## src/rtl/irq_pkg.sv

```systemverilog
package irq_pkg;
    localparam int NSRC     = 5;
    localparam int IDXW     = $clog2(NSRC);
    localparam int ADDR_W   = 16;
    localparam int VEC_BASE = 3;
    localparam int VEC_STEP = 8;
    localparam int EA_BIT   = 7;
    localparam int SER_IDX  = 4;

    typedef enum logic [1:0] {
        LV_IDLE,
        LV_LO,
        LV_HI,
        LV_LO_HI
    } lvl_e;

    typedef struct packed {
        logic            found;
        logic            hi;
        logic [IDXW-1:0] idx;
        logic [NSRC-1:0] onehot;
    } win_t;
endpackage

```

## src/rtl/irq_edge_latch.sv

```systemverilog
module irq_edge_latch #(
    parameter int SYNC_STAGES = 2
) (
    input  logic clk,
    input  logic rst_n,
    input  logic pin_n,
    input  logic clr,
    output logic flag
);
    localparam int CHAIN = SYNC_STAGES + 1;

    logic [CHAIN-1:0] chain_q;
    logic             fall;

    always_comb begin
        fall = chain_q[CHAIN-1] & ~chain_q[CHAIN-2];
    end

    always_ff @(posedge clk) begin
        if (!rst_n) begin
            chain_q <= '1;
            flag    <= 1'b0;
        end else begin
            chain_q <= {chain_q[CHAIN-2:0], pin_n};
            flag    <= (flag & ~clr) | fall;
        end
    end

    p_edge_sets_r7: assert property (@(posedge clk) disable iff (!rst_n)
        fall |=> flag);
    p_flag_holds_r7: assert property (@(posedge clk) disable iff (!rst_n)
        (flag && !clr) |=> flag);
endmodule

```

## src/rtl/irq_arbiter.sv

```systemverilog
module irq_arbiter
    import irq_pkg::*;
(
    input  logic [NSRC-1:0] pend,
    input  logic [NSRC-1:0] prio,
    output win_t            win
);
    logic [NSRC-1:0] req_hi;
    logic [NSRC-1:0] req_lo;
    logic [NSRC-1:0] sel;

    always_comb begin
        req_hi     = pend & prio;
        req_lo     = pend & ~prio;
        sel        = (|req_hi) ? req_hi : req_lo;
        win.found  = |sel;
        win.hi     = |req_hi;
        win.onehot = sel & (~sel + {{(NSRC-1){1'b0}}, 1'b1});
        win.idx    = '0;
        for (int i = NSRC - 1; i >= 0; i--) begin
            if (sel[i]) begin
                win.idx = IDXW'(i);
            end
        end
    end
endmodule

```

## src/rtl/irq_level_fsm.sv

```systemverilog
module irq_level_fsm
    import irq_pkg::*;
(
    input  logic clk,
    input  logic rst_n,
    input  logic take,
    input  logic take_hi,
    input  logic ret,
    output logic busy_any,
    output logic busy_hi
);
    lvl_e state_q;
    lvl_e state_d;

    always_ff @(posedge clk) begin
        if (!rst_n) begin
            state_q <= LV_IDLE;
        end else begin
            state_q <= state_d;
        end
    end

    always_comb begin
        state_d = state_q;
        unique case (state_q)
            LV_IDLE: begin
                if (take) state_d = take_hi ? LV_HI : LV_LO;
            end
            LV_LO: begin
                if (ret) state_d = LV_IDLE;
                else if (take && take_hi) state_d = LV_LO_HI;
            end
            LV_HI: begin
                if (ret) state_d = LV_IDLE;
            end
            LV_LO_HI: begin
                if (ret) state_d = LV_LO;
            end
            default: state_d = LV_IDLE;
        endcase
    end

    always_comb begin
        busy_any = (state_q != LV_IDLE);
        busy_hi  = (state_q == LV_HI) || (state_q == LV_LO_HI);
    end

    p_lo_needs_idle_r9: assert property (@(posedge clk) disable iff (!rst_n)
        (take && !take_hi) |-> (state_q == LV_IDLE));
    p_hi_not_nested_r9: assert property (@(posedge clk) disable iff (!rst_n)
        (take && take_hi) |-> !(state_q == LV_HI || state_q == LV_LO_HI));
    p_unnest_r10: assert property (@(posedge clk) disable iff (!rst_n)
        (state_q == LV_LO_HI && ret) |=> (state_q == LV_LO));
    p_no_take_on_ret_r10: assert property (@(posedge clk) disable iff (!rst_n)
        ret |-> !take);
endmodule

```

## src/rtl/irq_vector_ctrl.sv

```systemverilog
module irq_vector_ctrl
    import irq_pkg::*;
#(
    parameter int              SYNC_STAGES = 2,
    parameter logic [NSRC-1:0] AUTO_CLR    = 5'b01111
) (
    input  logic              clk,
    input  logic              rst_n,
    input  logic              ext0_n,
    input  logic              ext1_n,
    input  logic              tmr0_flag,
    input  logic              tmr1_flag,
    input  logic              ser_tx_flag,
    input  logic              ser_rx_flag,
    input  logic [7:0]        irq_en,
    input  logic [7:0]        irq_prio,
    input  logic              insn_done,
    input  logic              handler_ret,
    output logic              take_irq,
    output logic [ADDR_W-1:0] vec_addr,
    output logic [NSRC-1:0]   flag_clr
);
    localparam int NEXT = 2;
    localparam int EXT_IDX [NEXT] = '{0, 2};

    logic [NEXT-1:0] ext_pins;
    logic [NEXT-1:0] ext_flags;
    logic [NEXT-1:0] ext_clr;
    logic [NSRC-1:0] raw_req;
    logic [NSRC-1:0] pend;
    logic [NSRC-1:0] clr_now;
    win_t            win;
    logic            busy_any;
    logic            busy_hi;
    logic            level_ok;
    logic            take_now;
    logic [ADDR_W-1:0] vec_now;

    assign ext_pins = {ext1_n, ext0_n};

    for (genvar g = 0; g < NEXT; g++) begin : g_ext
        irq_edge_latch #(.SYNC_STAGES(SYNC_STAGES)) u_latch (
            .clk  (clk),
            .rst_n(rst_n),
            .pin_n(ext_pins[g]),
            .clr  (ext_clr[g]),
            .flag (ext_flags[g])
        );
        assign ext_clr[g] = clr_now[EXT_IDX[g]];
    end

    always_comb begin
        raw_req = {ser_tx_flag | ser_rx_flag, tmr1_flag, ext_flags[1], tmr0_flag, ext_flags[0]};
        pend    = raw_req & irq_en[NSRC-1:0] & {NSRC{irq_en[EA_BIT]}};
    end

    irq_arbiter u_arb (
        .pend(pend),
        .prio(irq_prio[NSRC-1:0]),
        .win (win)
    );

    always_comb begin
        level_ok = win.hi ? !busy_hi : !busy_any;
        take_now = win.found && level_ok && insn_done && !handler_ret;
        clr_now  = take_now ? (win.onehot & AUTO_CLR) : '0;
        vec_now  = ADDR_W'(VEC_BASE) + ADDR_W'(win.idx) * ADDR_W'(VEC_STEP);
    end

    irq_level_fsm u_lvl (
        .clk     (clk),
        .rst_n   (rst_n),
        .take    (take_now),
        .take_hi (win.hi),
        .ret     (handler_ret),
        .busy_any(busy_any),
        .busy_hi (busy_hi)
    );

    always_ff @(posedge clk) begin
        if (!rst_n) begin
            take_irq <= 1'b0;
            vec_addr <= '0;
            flag_clr <= '0;
        end else begin
            take_irq <= take_now;
            flag_clr <= clr_now;
            if (take_now) vec_addr <= vec_now;
        end
    end

    p_take_at_boundary_r6: assert property (@(posedge clk) disable iff (!rst_n)
        take_irq |-> $past(insn_done));
    p_no_take_after_ret_r10: assert property (@(posedge clk) disable iff (!rst_n)
        take_irq |-> !$past(handler_ret));
    p_global_gate_r5: assert property (@(posedge clk) disable iff (!rst_n)
        take_irq |-> $past(irq_en[EA_BIT]));
    p_vec_grid_r2: assert property (@(posedge clk) disable iff (!rst_n)
        take_irq |-> (vec_addr[2:0] == 3'd3 && vec_addr <= ADDR_W'(VEC_BASE + VEC_STEP * (NSRC - 1))));
    p_clr_onehot_r8: assert property (@(posedge clk) disable iff (!rst_n)
        $onehot0(flag_clr) && !flag_clr[SER_IDX]);
    p_clr_with_take_r8: assert property (@(posedge clk) disable iff (!rst_n)
        (|flag_clr) |-> take_irq);
    p_vec_stable_r2: assert property (@(posedge clk) disable iff (!rst_n)
        !take_irq |-> $stable(vec_addr));
endmodule

```

## config.mk

```make
export PLATFORM = sky130hd
export DESIGN_NAME = irq_vector_ctrl
export DESIGN_NICKNAME = d
export VERILOG_FILES = /design/src/rtl/irq_pkg.sv /design/src/rtl/irq_edge_latch.sv /design/src/rtl/irq_arbiter.sv /design/src/rtl/irq_level_fsm.sv /design/src/rtl/irq_vector_ctrl.sv
export SDC_FILE = /design/constraint.sdc
export NUM_CORES = 1
export LEC_CHECK = 0
export BUFFER_PORTS_ARGS = -buffer_cell sky130_fd_sc_hd__buf_2
export CAP_MARGIN = 10
export CORE_MARGIN = 10
export CORE_UTILIZATION = 40
export DETAILED_ROUTE_END_ITERATION = 10
export GPL_ROUTABILITY_DRIVEN = 0
export GPL_TIMING_DRIVEN = 0
export PLACE_DENSITY = 0.71
export REMOVE_ABC_BUFFERS = 1
export SYNTH_ARGS = -nofsm -noshare
export SYNTH_HDL_FRONTEND = slang
export SYNTH_SLANG_ARGS = --single-unit
```

## constraint.sdc

```tcl
create_clock -name clk -period 2.6 [get_ports clk]
set_clock_uncertainty 0.15 [all_clocks]
set_input_delay 0 -clock clk [delete_from_list [all_inputs] [get_ports clk]]
set_output_delay 0 -clock clk [all_outputs]
set_load 0.01 [all_outputs]
```

[After elaboration in Yosys (flattened, before gate mapping)]
Index checks and enable logic that the tools add are counted.
Word-level totals
  register bits after elaboration: 32
  bits in latches: 0
  bits in writable memories: 0
  ROM bits: 0
  input bits: 26
  output and inout port bits: 22
  word-level logic and storage cells: 65
  memories kept: 0
Cells by class
  $add $sub $neg: 2
  multipliers: 0
  div/mod/pow operators: 0
  magnitude comparators: 0
  equality and inequality tests: 7
  shift-type cells: 0
  multiplexer cells: 15
  bitwise operators: 18
  reductions and logical operators: 14
Operators by type and width (number)
  $and A5 B5 Y5: 4
  $mux W3: 6
  $mux W2: 6
  $reduce_or A5 Y1: 2
  $pmux W2 S4: 1
  $add A2 B6 Y7 const A: 1
  $mux W5: 1
  $not A5 Y5: 1
  $add A4 B1 Y4 const B: 1
  $and A1 B1 Y1: 4
  $and A4 B4 Y4: 1
  $eq A2 B2 Y1 const B: 2
  $logic_and A1 B1 Y1: 4
  $ne A2 B2 Y1 const B: 2
  $not A1 Y1: 4
  $not A4 Y4: 1
  $reduce_and A4 Y1: 1
  $logic_not A1 Y1: 3
  $ne A3 B2 Y1 const B: 1
  $or A1 B1 Y1: 3
  $eq A2 B1 Y1 const B: 1
  $logic_not A2 Y1: 1
  $ne A2 B1 Y1 const B: 1
  $reduce_and A2 Y1: 1
  3 further kinds: 3

[Logic depth before layout (Yosys ltp)]
  depth after elaboration: 14
  depth in mapped cells: 6
  mapped depth without buffers: 5

[Hierarchy]
From an unflattened synthesis, not the netlist that was laid out.
Second synthesis, totals
  cells, all modules: 112
  area, all modules: 1026.0 um^2
Modules (own cells, without submodules)
  irq_vector_ctrl: times used 1, cells an instance 50, area each 476.7 um^2, seq. area each 180.2 um^2
  irq_edge_latch: times used 2, cells an instance 10, area each 122.6 um^2, seq. area each 80.1 um^2
  irq_arbiter: times used 1, cells an instance 32, area each 205.2 um^2, seq. area each 0.0 um^2
  irq_level_fsm: times used 1, cells an instance 10, area each 98.8 um^2, seq. area each 40.0 um^2

[Worst setup path before layout]
Ideal clock, no wire load.
  path type: register -> register
  start: register g_ext[1].u_latch.flag
  end: register vec_addr[3]
  setup time: 0.072 ns
  arrival: 1.532 ns
  data required time: 2.378 ns
  slack: 0.846 ns
  stages on the path, launching flop included: 6
  path buffers: 0
  clock period less this slack: 1.754 ns
  path through: dfxtp_1 nand4_1 a31oi_1 o221ai_2 o31ai_2 mux2i_1
Between the ends
  cells in the longest elaborated chain, start to end: 10
  elaborated cells between the ends (all ways): 16
  classes of those cells: 1 x add/sub; 6 x mux; 4 x bitwise; 5 x reduce/logical
RTL lines
  from (decl): line irq_edge_latch.sv:8  | output logic flag
  from (signal assigned): line irq_edge_latch.sv:25  | flag <= (flag & ~clr) | fall;
  $and A5 B5 Y5 (*) (2 in a row): line irq_vector_ctrl.sv:54  | pend = raw_req & irq_en[NSRC-1:0] & {NSRC{irq_en[EA_BIT]}};
  $and A5 B5 Y5: line irq_arbiter.sv:13  | req_hi = pend & prio;
  $reduce_or A5 Y1: line irq_arbiter.sv:15, irq_arbiter.sv:17
  $mux W5: line irq_arbiter.sv:15  | sel = (|req_hi) ? req_hi : req_lo;
  $mux W3 (4 in a row): line irq_arbiter.sv:21  | if (sel[i]) begin
  $add A2 B6 Y7: line irq_vector_ctrl.sv:67  | vec_now = ADDR_W'(VEC_BASE) + ADDR_W'(win.idx) * ADDR_W'(VEC_STEP);
  to (signal assigned): line irq_vector_ctrl.sv:88  | if (take_now) vec_addr <= vec_now;
  to (decl): line irq_vector_ctrl.sv:20  | output logic [ADDR_W-1:0] vec_addr,
Mark *: on every way between the ends. The rest lies on a longest branch, timed or not.
A chain may end at the register's enable or synchronous reset.

[Worst setup path in the final report]
Same ends and word-level chain as after synthesis.

==> impl_metrics.yaml <==
run_status:
  status: "complete, no violations"
min_path:
  holdPathEnd: "flag_clr[2]$_SDFF_PN0_"
  hold_path.class: "in -> reg"
  min_from: "irq_en[2]"
  worstHoldPathCells: 4
clock_network:
  htree_levels: 1
  cts_root_buffer: "clkbuf_4"
  cts_buffer_depth: 2
  cts_resized: 0
  cts_setup_buffers: 0
  hold_buffers: 7
  cts_made_buffers: 3
  cts.clk_slew.worst_paths_ps: 100
  clk_latency_ps: 290
  cts.sinks: 19
  cts_tree: "done"
grt:
  grt_max_degree: 15
  grt_pass1_vias: 913
  antenna_found_initial: 0
  grt_use_total_pct: 9.52
  overflow: 0
  grt_pass1_wl_microns: 4020
setup_path:
  startpoint: "g_ext[1].u_latch.flag$_SDFF_PN0_"
  cp-end-kind: "flip-flop"
  start_kind: "flip-flop"
  critPathArrivalTime_ps: 2090
  r2r_cells: 5
  cp_max_fo: 8
  rrSetupSlack_ps: 590
  r2r_end: "vec_addr[3]$_SDFFE_PN0P_"
  r2r_start: "g_ext[1].u_latch.flag$_SDFF_PN0_"
  cp.required_ps: 2680
  critical_path_class: "reg -> reg"
yosys:
  synth_top_area_share_pct: 37.8
  ys_types: 37
  synth_edf_count: 0
  ys_warn_count: 0
  syn_avg_cell_area_sq_um: 9.15
  syn-cell-area_sq_um: 1010
  synth_cells: 110
  synth_ff_type: "dfxtp_1"
  yosys.area.top_type: "dfxtp_1"
  ys_seq_elements: 19
  yosysSeqAreaShare_pct: 37.8
  synth.area.top_cells: "dfxtp_1 (38%), buf_4 (9.7%), nand2b_1 (4.4%), nand3_1 (3.0%), nor3b_1 (3.0%)"
  async_reset_ff_share_pct: 0
timing:
  period_share_pct: 77.4
  finalHoldViolations: 0
  tns_ps: 0
  fin_crit_ps: 2010
  clock.fmax_ghz: 0.497
  layout_setup_ws_ps: 589
  hold_ws_ps: 16.1
  rsz0062_at_grt: "no"
  slew_violations: 0
  tightestPinTransition_ps: 569
  finalSetupViolations: 0
  maxSlewHeadroom_pct: 61.8
route:
  first_pass_iters: 4
  final_antenna_net_count: 0
  wl_per_cell_microns: 13.4
  drt_wl_total_microns: 2380
  drc: 0
  dr_total_vias: 905
  viasPerCell: 5.11
  drt_iter0_drc: 44
place:
  hpwl_microns: 1920
  dp_slack_ps: 604
  portBuffers: 30
  place_area_sq_um: 1120
die:
  num_rows: 18
  initial_core_util_pct: 41.4
  core-area_sq_um: 2430
  die_h_microns: 70.2
  die_x_microns: 70.2
  dieArea_sq_um: 4920
  io_pins: 48
power:
  p_leak_nw: 0.534
  vdd_ir_drop_max_mv: 0.429
  power_mw: 0.557
  power_density_nw_per_um2: 457
final_layout:
  num-nets-final: 174
  final_cell_area_sq_um: 1220
  final_layout_size_suffix_gt1_share_pct: 30.6
  syn_to_final_growth_pct: 21.3
  n_fill_cell: 233
  antennaDiodeCount: 0
run:
  maxCapViolations: 0
## state kept, by name, summed over array words and instances, names as in the netlist
| name | count |
|---|---|
| vec_addr | 4 |
| take_irq | 1 |
| u_lvl.state_q | 2 |
| g_ext.u_latch.chain_q | 6 |
| g_ext.u_latch.flag | 2 |
| flag_clr | 4 |
## final cells by class
| type | count | area (sq um) | area share [%] |
|---|---|---|---|
| sequential | 19 | 380 | 31.2 |
| timing repair buffer | 37 | 220 | 18.1 |
| clock inverter | 1 | 5.00 | 0.410 |
| inverter | 6 | 22.5 | 1.85 |
| multi-input combinational | 81 | 532 | 43.6 |
| tap | 30 | 37.5 | 3.08 |
| clock buffer | 3 | 22.5 | 1.85 |
## synth_stat cells, types with 2 or more instances
| master | instances |
|---|---|
| dfxtp_1 | 19 |
| nand3_1 | 6 |
| a41oi_1 | 2 |
| nand2_1 | 5 |
| buf_4 | 13 |
| a21oi_1 | 4 |
| nand2b_1 | 7 |
| nand4_2 | 2 |
| o21ai_0 | 5 |
| a31oi_1 | 2 |
| o22ai_1 | 2 |
| inv_1 | 6 |
| o211ai_1 | 3 |
| or3b_1 | 2 |
| nor3b_1 | 4 |
| nor2_1 | 4 |
| nand4_1 | 4 |
## worst max-delay path by stage
stage,slack (ps),to,cells after the start
final,590,vec_addr[3]$_SDFFE_PN0P_,5
after global routing,340,vec_addr[3]$_SDFFE_PN0P_,5
after CTS,570,vec_addr[3]$_SDFFE_PN0P_,5
after detailed placement,600,u_lvl.state_q[0]$_SDFFE_PN0P_,5
after global placement,650,vec_addr[3]$_SDFFE_PN0P_,5
after floorplan,850,vec_addr[3]$_SDFFE_PN0P_,5
## cell families after synthesis
logic type | count (synthesis) | share of synthesized area (%)
other | 1 | 0.373
AND/OR/NAND/NOR | 42 | 26.4
multiplexers | 1 | 0.995
flip-flops | 19 | 37.8
AO/OA/AOI/OAI | 26 | 21.0
buffers and inverters | 21 | 13.4
## placed cells by master (no fill, tap or decap), types with 5 or more instances in the layout
| cell type | instances |
|---|---|
| inv_1 | 6 |
| conb_1 | 12 |
| dfxtp_1 | 19 |
| nand3_1 | 6 |
| nand2b_1 | 7 |
| dlygate4sd3_1 | 7 |
| buf_2 | 30 |
| nand2_1 | 5 |
| o21ai_0 | 5 |
## report_power, final
part | internal, mW | total, mW | switching, mW
Clock | 0.0573 | 0.146 | 0.0885
Sequential | 0.302 | 0.307 | 0.00564
Combinational | 0.0452 | 0.104 | 0.0591
Total | 0.404 | 0.557 | 0.153
## per-stage QoR
step / utilization [%] / instances
after floorplan: - / 106
after global placement: 46.1 / 166
after detailed placement: 46.1 / 166
after CTS: 50.2 / 177
after global routing: 50.2 / 177
final: 50.2 / 177
## critical path: stages (launching register included)
cell and delay [ps]:
dfxtp_1 410, nand4_1 220, a31oi_1 280, o221ai_2 220
o31ai_2 430, mux2i_1 230
## metal layers
layer / part of all wire, % / wire, microns / track usage, % / vias to the layer above
met5: 0 / 0 / 0 / -
met4: 0.88 / 21 / 0.877 / 0
met3: 7.6 / 180 / 4.80 / 2
met2: 53 / 1250 / 17.7 / 30
met1: 39 / 922 / 9.52 / 422
li1: - / - / - / 451
Power figures use the tool's default switching activity.
